==> src/rtl/dma_sched_pkg.sv <==
package dma_sched_pkg;
  localparam int unsigned N_CH_DEF = 7;

  // field i of the control word holds i+1 for present channels, 0 otherwise
  function automatic logic [31:0] ctrl_rst_val(input int unsigned n);
    logic [31:0] v;
    v = '0;
    for (int unsigned i = 0; i < 8; i++)
      if (i < n) v[4*i +: 4] = 4'(i + 1);
    return v;
  endfunction
endpackage

==> src/rtl/dma_halt_timer.sv <==
module dma_halt_timer #(
  parameter int unsigned HALT_CYC = 100
) (
  input  logic clk_i,
  input  logic rst_ni,
  input  logic load_i,
  output logic halted_o
);
  localparam int unsigned CNT_W = $clog2(2*HALT_CYC + 1);

  logic [CNT_W-1:0] cnt_q;

  always_ff @(posedge clk_i or negedge rst_ni) begin
    if (!rst_ni)               cnt_q <= '0;
    else if (load_i)           cnt_q <= cnt_q + CNT_W'(HALT_CYC);
    else if (cnt_q != '0)      cnt_q <= cnt_q - CNT_W'(1);
  end

  assign halted_o = (cnt_q != '0);
endmodule

==> src/rtl/dma_pick.sv <==
module dma_pick #(
  parameter int unsigned N  = 7,
  parameter int unsigned IW = 3
) (
  input  logic [N-1:0]  vld_i,
  input  logic [IW-1:0] from_i,
  output logic          hit_o,
  output logic [IW-1:0] idx_o
);
  // lowest valid index at or above from_i
  always_comb begin
    hit_o = 1'b0;
    idx_o = '0;
    for (int i = N - 1; i >= 0; i--) begin
      if (vld_i[i] && (IW'(i) >= from_i)) begin
        hit_o = 1'b1;
        idx_o = IW'(i);
      end
    end
  end
endmodule

==> src/rtl/dma_sched.sv <==
module dma_sched
  import dma_sched_pkg::*;
#(
  parameter int unsigned N_CH     = N_CH_DEF,
  parameter int unsigned HALT_CYC = 100,
  parameter int unsigned CYC_W    = 16
) (
  input  logic             clk_i,
  input  logic             rst_ni,
  input  logic [N_CH-2:0]  req_i,
  input  logic             ctrl_wr_i,
  input  logic [31:0]      ctrl_wdata_i,
  input  logic             clr_wr_i,
  input  logic             clr_start_i,
  input  logic             done_i,
  input  logic             ovr_i,
  input  logic [CYC_W-1:0] used_i,
  output logic [N_CH-1:0]  grant_o,
  output logic             halted_o,
  output logic             stall_vld_o,
  output logic [CYC_W-1:0] stall_o,
  output logic [31:0]      ctrl_q_o
);
  localparam int unsigned IW     = $clog2(N_CH + 1);
  localparam int unsigned CLR_CH = N_CH - 1;
  localparam logic [31:0] CTRL_RST = ctrl_rst_val(N_CH);

  logic [31:0]     ctrl_q;
  logic            clr_req_q;
  logic            busy_q;
  logic [N_CH-1:0] grant_q;
  logic [IW-1:0]   ptr_q;
  logic [N_CH-1:0] en, elig;
  logic            hit;
  logic [IW-1:0]   pick_idx;
  logic            halt_load;
  logic            xfer_end;

  for (genvar g = 0; g < N_CH; g++) begin : g_en
    assign en[g] = ctrl_q[4*g+3];
  end

  assign elig      = en & {clr_req_q, req_i};
  assign xfer_end  = busy_q & (done_i | ovr_i);
  assign halt_load = busy_q & ovr_i;

  dma_pick #(.N(N_CH), .IW(IW)) u_pick (
    .vld_i  (elig),
    .from_i (ptr_q),
    .hit_o  (hit),
    .idx_o  (pick_idx)
  );

  dma_halt_timer #(.HALT_CYC(HALT_CYC)) u_halt (
    .clk_i    (clk_i),
    .rst_ni   (rst_ni),
    .load_i   (halt_load),
    .halted_o (halted_o)
  );

  always_ff @(posedge clk_i or negedge rst_ni) begin
    if (!rst_ni) ctrl_q <= CTRL_RST;
    else if (ctrl_wr_i) ctrl_q <= ctrl_wdata_i;
  end

  always_ff @(posedge clk_i or negedge rst_ni) begin
    if (!rst_ni) clr_req_q <= 1'b0;
    else if (clr_wr_i) clr_req_q <= clr_start_i;
    else if (busy_q && done_i && !ovr_i && grant_q[CLR_CH]) clr_req_q <= 1'b0;
  end

  always_ff @(posedge clk_i or negedge rst_ni) begin
    if (!rst_ni) begin
      busy_q      <= 1'b0;
      grant_q     <= '0;
      ptr_q       <= '0;
      stall_vld_o <= 1'b0;
      stall_o     <= '0;
    end else begin
      stall_vld_o <= 1'b0;
      stall_o     <= '0;
      if (busy_q) begin
        if (xfer_end) begin
          busy_q      <= 1'b0;
          grant_q     <= '0;
          stall_vld_o <= 1'b1;
          stall_o     <= used_i;
          if (ovr_i) ptr_q <= '0;  // abandon the pass
        end
      end else if (!halted_o) begin
        if (hit) begin
          busy_q  <= 1'b1;
          grant_q <= N_CH'(1) << pick_idx;
          ptr_q   <= pick_idx + IW'(1);
        end else begin
          ptr_q <= '0;  // pass complete
        end
      end
    end
  end

  assign grant_o  = grant_q;
  assign ctrl_q_o = ctrl_q;
endmodule

==> config.mk <==
export PLATFORM = sky130hd
export DESIGN_NAME = dma_sched
export DESIGN_NICKNAME = d
export VERILOG_FILES = /design/src/rtl/dma_sched_pkg.sv /design/src/rtl/dma_halt_timer.sv /design/src/rtl/dma_pick.sv /design/src/rtl/dma_sched.sv
export SDC_FILE = /design/constraint.sdc
export NUM_CORES = 1
export LEC_CHECK = 0
export BUFFER_PORTS_ARGS = -buffer_cell sky130_fd_sc_hd__buf_2
export CAP_MARGIN = 20
export CORE_MARGIN = 3
export CORE_UTILIZATION = 30
export CTS_BUF_LIST = sky130_fd_sc_hd__clkbuf_8
export DETAILED_ROUTE_END_ITERATION = 7
export PLACE_DENSITY_LB_ADDON = 0.15
export SLEW_MARGIN = 20
export SYNTH_ARGS = -nofsm -noshare
export SYNTH_HDL_FRONTEND = slang
export SYNTH_SLANG_ARGS = --single-unit
==> constraint.sdc <==
create_clock -name clk_i -period 6.2 [get_ports clk_i]
set_input_delay 0.31 -clock clk_i [delete_from_list [all_inputs] [get_ports clk_i]]
set_output_delay 0.31 -clock clk_i [all_outputs]
set_load 0.02 [all_outputs]
# After elaboration in Yosys (flattened, before gate mapping)
# Index checks and enable logic that the tools add are counted.
totals:
  wordCells: 78
  in_bits: 61
  register_bits: 69
  output_inout_bits: 57
op_classes:
  bitwise_logic: 4
  order_cmp: 7
  n_shift: 1
  reduce_logical: 17
  mux: 35
  add_sub_neg: 3
  n_eq_ne: 3
op_table:
  columns: ["operator", "count"]
  rows:
  - ["$mux 3", 12]
  - ["$mux 16", 2]
  - ["$mux 7", 4]
  - ["$mux 8", 2]
  - ["$mux 1", 15]
  - ["$logic_and 1x1->1", 10]
  - ["$ge 3x3->1 const A", 3]
  - ["$add 8x7->8 const B", 1]
  - ["$reduce_bool 8->1", 1]
  - ["$sub 8x1->8 const B", 1]
  - ["$and 7x7->7", 1]
  - ["$shl 1x3->7 const A", 1]
  - ["$ge 1x3->1 const A", 2]
  - ["$ge 2x3->1 const A", 2]
  - ["$reduce_and 3->1", 2]
  - ["$reduce_bool 2->1", 3]
  - ["$ne 2x1->1 const B", 2]
  - ["$add 3x1->3 const B", 1]
  - ["$and 1x1->1", 2]
  - ["$ne 2x2->1 const B", 1]
  - ["$logic_not 1->1", 1]
  - ["$or 1x1->1", 1]

# Logic depth before layout (Yosys ltp)
# Gate-level depths: netlist (run 1).
depth:
  ltp_word: 13
  mapped_depth: 10

# Cells and area by module
# From an unflattened synthesis (run 1), not the netlist that was laid out.
hier_totals:
  hier_cells: 251
  hier_area_um2: 3110.5
modules_own_cells:
  columns: ["mod", "seq_area_each_um2", "n_inst", "cells_each", "area_each_um2"]
  rows:
  - ["dma_sched", 1541.5, 1, 171, 2399.8]
  - ["dma_halt_timer", 200.2, 1, 49, 489.2]
  - ["dma_pick", 0.0, 1, 31, 221.5]

# Worst setup path before layout (run 1)
# OpenSTA, ideal clock, no wires.
synth_path:
  path_type: "flip-flop to flip-flop"
  start: "reg ptr_q[2]"
  end: "reg ptr_q[2]"
  stages_incl_launch_ff: 10
  path_buffers: 1
  setup_ns: 0.096
  slack_ns: 4.224
  t_arrival_ns: 1.880
  period_less_slack_ns: 1.976
  path_cell_list: "dfrtp_1 > clkbuf_2 > nand2_2 > nand3_1 > a31oi_1 > nor2_1 > o311a_1 > ha_1 > ha_1 > o31ai_1"
synth_between:
  elab_chain_cells: 13
synth_lines:
  columns: ["element", "line", "source"]
  rows:
  - ["start: declaration", "dma_sched.sv:32", "logic [IW-1:0] ptr_q;"]
  - ["start signal: assignment", "dma_sched.sv:94", "ptr_q <= pick_idx + IW'(1);"]
  - ["$ge 3x3->1", "dma_pick.sv:15", "if (vld_i[i] && (IW'(i) >= from_i)) begin"]
  - ["$logic_and 1x1->1", "dma_pick.sv:15", null]
  - ["$mux 3 (7 in series)", "dma_pick.sv:15", null]
  - ["$add 3x1->3", "dma_sched.sv:94", null]
  - ["$mux 3 (*)", "dma_sched.sv:91", "if (hit) begin"]
  - ["$mux 3 (*)", "dma_sched.sv:90", "end else if (!halted_o) begin"]
  - ["$mux 3 (*)", "dma_sched.sv:82", "if (busy_q) begin"]
# Mark *: on every way between the ends. The rest lies on a longest branch, timed or not. The select of a mux whose other input is x is not followed.
# A chain may end at the register's enable or synchronous reset.

# Final worst setup path (run 1)
layout_path:
  start: "reg ptr_q[0]"
  end: "reg ptr_q[2]"
# The elaborated chain is that of the path after synthesis.

==> results by group, run 1 <==
Synthesis
  • Number of synthesized register bits: 69
  • Synth warn: 0
  • Gate count after technology mapping: 239
  • Sequential-to-total area share from yosys stat: 57.9%
  • Synth cell types: 44
  • Net Count, Synth: 309
  • Post-Syn Area per Cell: 12.6 um^2
  • Asr flop ratio synth: 100%
  • Number of synthesized flops with an enable pin: 0
  • Cell Area, Synth: 3010 um^2
  • Top_reg_cell synth: dfrtp_1

CTS
  • H-tree levels: 3
  • Max Root-Sink Buffers: 2
  • Root Driver: clkbuf_8
  • Post-CTS Resized: 0
  • Post CTS Setup Buffer Count: 0
  • Clock transition at the registers of the reported paths: 0.08 ns
  • CTS buffer count: 9
  • CTS Sinks: 69
  • Clk_lat worst skew: 0.34 ns
  • CTS tree: done
  • Hold-fix buffer count after cts: 0

Die
  • Die Area: 11,300 um^2
  • Core box area: 9500 um^2
  • Die W: 106 um
  • Chip Height: 106 um
  • Row count: 35
  • I/O pin count: 118
  • Initial core utilization: 31.6%

Critical path
  • R2R Path End: ptr_q[2]$_DFFE_PN0P_
  • Worst Path Required: 6.45 ns
  • CP endpoint: ptr_q[2]$_DFFE_PN0P_
  • Reg2Reg Depth: 7
  • Critical Path AT: 2.36 ns
  • FF-to-FF setup slack: 4.09 ns
  • RR Startpoint: ptr_q[0]$_DFFE_PN0P_
  • Critical path capture point type: register
  • Kind of critical path: register to register
  • Worst-path fanout max: 7
  • CP startpoint: ptr_q[0]$_DFFE_PN0P_
  • CP Launch Type: register

Place
  • Port bufs: 117
  • Placed cell area: 3730 um^2
  • Post-detail-place hpwl: 5150 um
  • Setup WS pre-CTS: 4.10 ns
  • Cells after DPL: 477
  • Gp weighted congestion: 0.827

Timing
  • Final Max Tran Viols: 0
  • Final setup viols: 0
  • Fin. Hold Viols: 0
  • Worst Tran Pin Value: 0.863 ns
  • Unrepaired setup endpoints after global routing: no
  • Post-route setup slack: 4.09 ns
  • F_max: 473 MHz
  • Clock skew: 0.0122 ns
  • Tcrit/Tclk final: 34.1%
  • Setup_tns: 0 ns
  • Slew headroom: 42.5%
  • Fin Hold WS: 0.0764 ns
  • Final Critical Period: 2.11 ns

Power and ir drop
  • Psw: 427 uW
  • Pwr/cell area: 325 nW/um^2
  • Switching power as a share of total power: 33.4%
  • Clock power frac: 28.7%
  • Logic pwr share: 25.3%
  • Tot Pwr: 1.28 mW
  • Worst vdd rail ir drop: 0.000125 V
  • Pint: 852 uW
  • LEAKAGE: 1.93 nW
  • Sequential share of power: 46.0%

Final layout
  • Area grow syn2layout: 30.8%
  • Final core occ: 41.4%
  • Non-Filler Instances: 493
  • Total Nets Final: 429
  • Commonest non-fill, non-tap cell in the layout: buf_2
  • Number of inserted diodes: 0
  • Commonest cells after routing, fill and taps aside: 116 x buf_2, 57 x dfrtp_1, 32 x mux2_2
  • Share of layout cells above drive strength 1: 51.6%
  • Design area: 3930 um^2

Detailed routing
  • Via count: 2,247
  • First-pass iteration count of the detailed router: 4
  • Via density: 4.56
  • Routed len/inst: 14.3 um
  • DRC: 0
  • Post-Route WL: 7030 um
  • DR iter-0 viols: 47
  • Final antenna-violating net count: 0

Run
  • Max Cap Viol: 0

Global routing
  • First-pass GRT wire length: 11,700 um
  • Vias in the first global route: 2,370
  • Initial antenna violation count: 1
  • GRT Overall Usage: 13.3%
  • Total grt overflow: 0
  • Largest net degree at the start of global routing: 70

Run status
  • Status: completed

Worst hold path
  • Worst hold-check path type: primary input to asynchronous set/reset pin
worst min path at each step:
| stage | to | slack (ns) | cells past startpoint |
|---|---|---|---|
| final | u_halt.cnt_q[6]$_DFFE_PN0P_ | 0.08 | 1 |
| after global routing | grant_o[6]$_DFFE_PN0P_ | 0.14 | 1 |
| after CTS | ctrl_q_o[7]$_DFFE_PN0P_ | 0.11 | 1 |
| after detailed placement | u_halt.cnt_q[7]$_DFFE_PN0P_ | 0.48 | 1 |
| after global placement | u_halt.cnt_q[7]$_DFFE_PN0P_ | 0.48 | 1 |
| after floorplan | busy_q$_DFF_PN0_ | 0.01 | 0 |
critical path, stage by stage, from the launching register on:
cell      delay, ns
dfrtp_1        0.52
nand2_2        0.12
a311oi_1       0.39
o21bai_1       0.10
a21oi_1        0.26
ha_1           0.19
ha_1           0.22
o31ai_1        0.23
power groups by stage:
stage / Combinational [mW] / Sequential [mW] / Clock [mW]
after floorplan: 0.187 / 0.624 / 0
after global placement: 0.324 / 0.594 / 0
after detailed placement: 0.330 / 0.595 / 0
after CTS: 0.330 / 0.589 / 0.388
after global routing: 0.364 / 0.600 / 0.407
final: 0.323 / 0.588 / 0.367
registers in the layout, indices dropped and copies added (netlist names):
name,flops
u_halt.cnt_q,8
ptr_q,3
stall_o,16
stall_vld_o,1
clr_req_q,1
grant_o,7
ctrl_q_o,32
busy_q,1
kinds of logic after synthesis:
| group | after synthesis | share of synthesized area (%) |
|---|---|---|
| DFF | 69 | 57.9 |
| AOI/OAI and AO/OA | 35 | 9.66 |
| xor gates and xnor gates | 7 | 2.04 |
| muxes | 32 | 12.0 |
| buffers and inverters | 15 | 1.91 |
| and+or+nand+nor | 72 | 12.7 |
| adders and majority gates | 9 | 3.75 |
cell type report:
| type | count | area, um^2 |
|---|---|---|
| Inverter | 6 | 22.5 |
| Clock inverter | 7 | 75.1 |
| Tap cell | 129 | 161 |
| Multi-Input combinational cell | 155 | 1210 |
| Fill cell | 981 | 5570 |
| Clock buffer | 9 | 124 |
| Timing Repair Buffer | 118 | 596 |
| Sequential cell | 69 | 1740 |
synthesized netlist by cell type, types with 2 or more instances:
cell type,number,area [um^2]
clkbuf_1,5,18.8
dfrtp_1,57,1430
nor3_1,3,15.0
inv_1,6,22.5
o31ai_1,2,15.0
nor2_1,9,33.8
nand2_2,2,12.5
nand3_1,6,30.0
o21ai_0,6,30.0
nand2_1,24,90.1
a21oi_1,6,30.0
mux2_2,32,360
ha_1,9,113
a31oi_1,2,12.5
buf_1,3,11.3
o2bb2ai_1,6,52.6
o311a_1,2,20.0
nor2b_1,17,106
dfstp_2,12,315
xor2_1,4,35.0
xnor2_1,3,26.3
layer usage:
metal  part of all wire [%]  track usage [%]
met4                    1.1             5.00
met2                     46             20.6
met5                   0.23                0
met1                     41             15.7
met3                     11             6.86
(Power assumes the default switching activity.)
==> inputs of run 2 (changes only) <==
- clock period: 6.2 -> 2.2 ns (I/O delays scaled with it)
==> run 2 against run 1 <==
Sequential power rose to 2.8 times the previous value; first-iteration DRC count decreased by 2.1%; critical path type unchanged; clock-buffer cell count rose by 2; highest routed layer unchanged; hold slack better by 0.091 ns; sequential share of layout area is 5.8 points lower; largest power group unchanged; largest cell class unchanged.
==> results by group, run 2 (synthesized netlist as in run 1, its figures left out) <==
Detailed routing
  • First-pass iteration count of the detailed router: 4 (unchanged)
  • Via density: 4.47 (-2.0%)
  • Via count: 2,462 (+9.6%)
  • Post-Route WL: 7890 um (+12%)
  • Final antenna-violating net count: 0 (unchanged)
  • Routed len/inst: 14.3 um (+0.43%)
  • DR iter-0 viols: 46 (-2.1%)
  • DRC: 0 (unchanged)

Global routing
  • Largest net degree at the start of global routing: 43 (-39%)
  • GRT Overall Usage: 14.8% (+1.5 points)
  • Vias in the first global route: 2,642 (+11%)
  • Initial antenna violation count: 2 (+1)
  • First-pass GRT wire length: 13,300 um (+13%)
  • Total grt overflow: 0 (unchanged)

Critical path
  • Critical Path AT: 2.32 ns (-0.04 ns)
  • Kind of critical path: register to register
  • Critical path capture point type: register
  • Worst-path fanout max: 6 (-1)
  • CP Launch Type: register
  • Worst Path Required: 2.43 ns (-4.02 ns)

Power and ir drop
  • Switching power as a share of total power: 32.2% (-1.1 points)
  • Worst vdd rail ir drop: 0.000363 V (+190%)
  • Pwr/cell area: 832 nW/um^2 (+160%)
  • Sequential share of power: 44.1% (-1.9 points)
  • Pint: 2.56 mW (+200%)
  • Psw: 1.22 mW (+190%)
  • LEAKAGE: 2.19 nW (+13%)
  • Clock power frac: 28.0% (-0.7 points)
  • Logic pwr share: 27.9% (+2.6 points)

Timing
  • Tcrit/Tclk final: 94.7% (+61 points)
  • Unrepaired setup endpoints after global routing: no
  • Final setup viols: 0 (unchanged)
  • Post-route setup slack: 0.116 ns (-3.97 ns)
  • Final Max Tran Viols: 0 (unchanged)
  • Slew headroom: 50.1% (+7.6 points)
  • Final Critical Period: 2.08 ns (-0.0295 ns)
  • Fin. Hold Viols: 0 (unchanged)
  • Worst Tran Pin Value: 0.749 ns (-0.114 ns)
  • Clock skew: 0.0142 ns (+0.00203 ns)
  • F_max: 480 MHz (+1.4%)
  • Setup_tns: 0 ns (unchanged)

Run status
  • Status: completed

Place
  • Port bufs: 117 (unchanged)
  • Post-detail-place hpwl: 5300 um (+3.1%)
  • Gp weighted congestion: 0.803 (-2.8%)
  • Setup WS pre-CTS: 0.0491 ns (-4.05 ns)

CTS
  • Clk_lat worst skew: 0.34 ns (about the same)
  • CTS buffer count: 9 (unchanged)
  • CTS tree: done
  • Max Root-Sink Buffers: 2 (unchanged)
  • H-tree levels: 3 (unchanged)
  • CTS Sinks: 69 (unchanged)
  • Root Driver: clkbuf_8
  • Clock transition at the registers of the reported paths: 0.08 ns (about the same)

Final layout
  • Total Nets Final: 487 (+14%)
  • Commonest non-fill, non-tap cell in the layout: buf_2
  • Commonest cells after routing, fill and taps aside: 116 x buf_2, 55 x dfrtp_1, 51 x dlygate4sd3_1
  • Fill cells: 905 (-7.7%)
  • Area grow syn2layout: 50.7%
  • Number of inserted diodes: 0 (unchanged)
  • Register Area: 1740 um^2 (+0.14%)
  • Share of layout cells above drive strength 1: 46.9% (-4.7 points)
  • Max reg flops: 32 (unchanged)
  • Multi-input logic area: 1230 um^2 (+1.4%)
  • Final core occ: 47.7% (+6.3 points)

Run
  • Max Cap Viol: 0 (unchanged)

Worst hold path
  • Worst hold-check path type: primary input to register

Die
  • Row count: 35 (unchanged)
  • Initial core utilization: 31.6% (unchanged)
  • Die W: 106 um (unchanged)
  • I/O pin count: 118 (unchanged)
  • Die Area: 11,300 um^2 (unchanged)
  • Core box area: 9500 um^2 (unchanged)
  • Chip Height: 106 um (unchanged)
run 2: cell types whose count changed in the layout (fill, tap and decap cells not counted), moves of 2 or more:
| cell | delta |
|---|---|
| buf_4 | +6 |
| clkbuf_8 | +2 |
| dfrtp_1 | -2 |
| dfrtp_2 | +2 |
| dlygate4sd3_1 | +51 |
| inv_6 | -2 |
run 2: power by group through the flow:
stage	registers [mW]	clock network, mW	logic [mW]
2_1_floorplan	1.76	0	0.528
3_3_place_gp	1.68	0	0.917
3_5_place_dp	1.68	0	0.931
4_1_cts	1.66	1.11	1.00
5_1_grt	1.70	1.16	1.17
6_report	1.66	1.06	1.05
run 2: cell type report:
class	instances	area share, %
Timing Repair Buffer	176	25.8
Tap cell	129	3.56
Sequential cell	69	38.5
Multi-Input combinational cell	155	27.1
Clock inverter	5	1.16
Inverter	6	0.497
Clock buffer	11	3.34
run 2: path summary, 6_finish.rpt:
kind / slack (ns) / depth (start not counted) / startpoint / endpoint
setup / recovery: 0.12 / 7 / ptr_q[0]$_DFFE_PN0P_ / ptr_q[2]$_DFFE_PN0P_
hold / removal: 0.17 / 4 / ovr_i / u_halt.cnt_q[4]$_DFFE_PN0P_
setup reg to reg: 0.12 / 7 / ptr_q[0]$_DFFE_PN0P_ / ptr_q[2]$_DFFE_PN0P_
hold reg to reg: 0.50 / 1 / u_halt.cnt_q[7]$_DFFE_PN0P_ / u_halt.cnt_q[7]$_DFFE_PN0P_
max in group asynchronous: 1.22 / 3 / rst_ni / ctrl_q_o[26]$_DFFE_PN1P_
min in group asynchronous: 0.31 / 2 / rst_ni / u_halt.cnt_q[7]$_DFFE_PN0P_
run 2: worst max-delay path, stage by stage (launching register included):
cell	delay (ns)
dfrtp_2	0.46
buf_12	0.14
a211oi_4	0.36
o21bai_1	0.19
a21oi_2	0.10
ha_1	0.22
ha_1	0.27
o31ai_1	0.23
run 2: repair_timing:
item | in CTS | in global routing
setup buffers | 0 | 4
hold buffers | 51 | 0
resized for setup | 0 | 5
endpoints found under the setup margin | 0 | 3
hold endpoints to repair | 83 | 0
run 2: stage by stage:
stage / instances / area, um^2 / hold WS, ns / power [mW]
4_1_cts: 547 / 4470 / 0.149 / 3.78
3_3_place_gp: 480 / 3750 / 0.150 / 2.59
5_1_grt: 551 / 4530 / 0.186 / 4.03
2_1_floorplan: 239 / 3010 / -0.186 / 2.29
6_report: 551 / 4530 / 0.167 / 3.77
3_5_place_dp: 480 / 3750 / 0.148 / 2.61
run 2: routing by layer:
metal / part of all wire [%] / up-vias / wire length, um / track usage [%]
met3: 7.8 / 10 / 617 / 6.01
met4: 0.91 / 4 / 72 / 4.16
met1: 43 / 1181 / 3390 / 18.2
li1: - / 1185 / - / -
met2: 48 / 82 / 3790 / 24.0
met5: 0.34 / - / 27 / 0
==> inputs of run 3 (changes only) <==
- RECOVER_POWER: unset -> 50
==> run 3 against run 2 <==
The flow now finishes with violations (capacitance limit, slew limit); hold slack about the same; clock power about the same; maximum frequency is 0.11% higher.
==> results by group, run 3 (synthesized netlist as in run 1, its figures left out) <==
Run status
  • Status: finished, violations left
  • Failing checks: capacitance limit, slew limit

Power and ir drop
  • Pwr/cell area: 837 nW/um^2 (+0.52%)
  • Tot Pwr: 3.76 mW (-0.26%)
  • Worst vdd rail ir drop: 0.000364 V (+0.24%)
  • LEAKAGE: 2.08 nW (-4.9%)

CTS
  • Clk_lat worst skew: 0.34 ns (about the same)
  • CTS buffer count: 9 (unchanged)
  • Clock transition at the registers of the reported paths: 0.08 ns (about the same)
  • CTS tree: done
  • CTS Sinks: 69 (unchanged)
  • H-tree levels: 3 (unchanged)
  • Max Root-Sink Buffers: 2 (unchanged)
  • Root Driver: clkbuf_8

Timing
  • Final Max Tran Viols: 33 (+33)
  • Worst Tran Pin Value: 1.78 ns (+1.03 ns)
  • Fin. Hold Viols: 0 (unchanged)
  • Clock skew: 0.0142 ns (-0.00000630 ns)
  • Post-route setup slack: 0.118 ns (+0.00225 ns)
  • Fin Hold WS: 0.167 ns (-0.000176 ns)
  • Setup_tns: 0 ns (unchanged)
  • F_max: 480 MHz (+0.11%)
  • Tcrit/Tclk final: 94.6% (-0.10 points)
  • Slew headroom: -18.7% (-69 points)
  • Final setup viols: 0 (unchanged)
  • Final Critical Period: 2.08 ns (-0.00225 ns)
  • Unrepaired setup endpoints after global routing: no

Die
  • Chip Height: 106 um (unchanged)
  • I/O pin count: 118 (unchanged)
  • Core box area: 9500 um^2 (unchanged)
  • Initial core utilization: 31.6% (unchanged)
  • Die W: 106 um (unchanged)
  • Row count: 35 (unchanged)
  • Die Area: 11,300 um^2 (unchanged)

Detailed routing
  • Final antenna-violating net count: 0 (unchanged)
  • Met3 wire len: 598 um (-3.1%)
  • Via count: 2,465 (+0.12%)
  • Max layer used: met5
  • Met2 wire length: 3780 um (-0.13%)
  • DRC: 0 (unchanged)
  • Post-Route WL: 7890 um (about the same)
  • Met1 wire length: 3400 um (+0.56%)
  • Routed len/inst: 14.3 um (about the same)
  • Via density: 4.47 (+0.12%)
  • DR iter-0 viols: 45 (-2.2%)
  • First-pass iteration count of the detailed router: 4 (unchanged)

Global routing
  • GRT Overall Usage: 14.8% (unchanged)
  • Initial antenna violation count: 2 (unchanged)
  • Largest net degree at the start of global routing: 43 (unchanged)
  • Vias in the first global route: 2,642 (unchanged)
  • First-pass GRT wire length: 13,300 um (unchanged)
  • Total grt overflow: 0 (unchanged)

Final layout
  • Fill cells: 919 (+1.5%)
  • Share of layout cells above drive strength 1: 40.8% (-6.2 points)
  • Area grow syn2layout: 49.6%
  • Total Nets Final: 487 (unchanged)
  • Number of inserted diodes: 0 (unchanged)
  • Max reg flops: 32 (unchanged)
  • Commonest non-fill, non-tap cell in the layout: buf_2
  • Non-Filler Instances: 551 (unchanged)
  • Commonest cells after routing, fill and taps aside: 90 x buf_2, 55 x dfrtp_1, 51 x dlygate4sd3_1

Critical path
  • Reg2Reg Depth: 7 (unchanged)
  • Worst-path fanout max: 6 (unchanged)
  • Crit path max-delay cell type: dfrtp_2
  • Worst Path Required: 2.43 ns (about the same)
  • Critical Path AT: 2.32 ns (about the same)
  • CP Launch Type: register
  • Crit-path cells: buf_12 -> a211oi_4 -> o21bai_1 -> a21oi_2 -> ha_1 -> ha_1 -> o31ai_1
  • Kind of critical path: register to register
  • Slowest stage delay, CP: 0.46 ns (about the same)
  • Critical path capture point type: register
  • Most used cell, CP: ha_1

Place
  • Cells after DPL: 480 (unchanged)
  • Gp weighted congestion: 0.803 (unchanged)
  • Post-detail-place hpwl: 5300 um (unchanged)
  • Setup WS pre-CTS: 0.0491 ns (unchanged)
  • Port bufs: 117 (unchanged)

Run
  • Max Cap Viol: 1 (+1)

Worst hold path
  • Worst hold-check path type: primary input to register
  • Worst Hold Depth: 4 (unchanged)
run 3: changes by cell type in the layout (fill, tap and decap cells not counted), sizes merged:
cell	delta
clkbuf	+27
buf	-27
run 3: layout make-up:
class	instances	area, um^2	share of cell area (%)
Sequential cell	69	1740	38.8
Clock inverter	5	52.6	1.17
Timing Repair Buffer	176	1140	25.3
Multi-Input combinational cell	155	1230	27.3
Tap cell	129	161	3.59
Clock buffer	11	151	3.37
Inverter	6	22.5	0.501
run 3: path summary, 6_finish.rpt:
path / from / to / slack (ns)
min in group asynchronous: rst_ni / u_halt.cnt_q[7]$_DFFE_PN0P_ / 0.50
hold reg to reg: u_halt.cnt_q[7]$_DFFE_PN0P_ / u_halt.cnt_q[7]$_DFFE_PN0P_ / 0.50
max in group asynchronous: rst_ni / ctrl_q_o[26]$_DFFE_PN1P_ / 0.84
setup reg to reg: ptr_q[0]$_DFFE_PN0P_ / ptr_q[2]$_DFFE_PN0P_ / 0.12
setup / recovery: ptr_q[0]$_DFFE_PN0P_ / ptr_q[2]$_DFFE_PN0P_ / 0.12
hold / removal: ovr_i / u_halt.cnt_q[4]$_DFFE_PN0P_ / 0.17
run 3: critical path, delay by kind of cell, from the launching register on:
kind / cells / cell delay, ns
compound gates: 4 / 0.88
fa+ha+maj: 2 / 0.49
buf+inv: 1 / 0.14
flops: 1 / 0.46
run 3: stage by stage:
| stage | utilization (%) | cell area, um^2 |
|---|---|---|
| after global routing | 47.3 | 4500 |
| after detailed placement | 39.5 | 3750 |
| after global placement | 39.5 | 3750 |
| after CTS | 47.0 | 4470 |
| after floorplan | - | 3010 |
| final | 47.3 | 4500 |
run 3: per-layer routing:
layer	vias to the layer above	global-route usage, %
li1	1186	-
met1	1183	18.2
met2	82	24.0
met3	10	6.01
met4	4	4.16
met5	-	0
run 3: report_power, final:
part / total, mW / internal, mW / switching [mW] / leakage (nW)
sequential: 1.66 / 1.48 / 0.182 / 0.851
combinational: 1.04 / 0.484 / 0.557 / 1.12
clock: 1.06 / 0.578 / 0.478 / 0.104
total: 3.76 / 2.55 / 1.22 / 2.08
run 3: repair_timing:
item	4_1_cts	5_1_grt
setup endpoints to repair	0	3
gates resized for setup	0	5
setup buffers	0	4
hold buffers	51	0
endpoints found under the hold margin	83	0
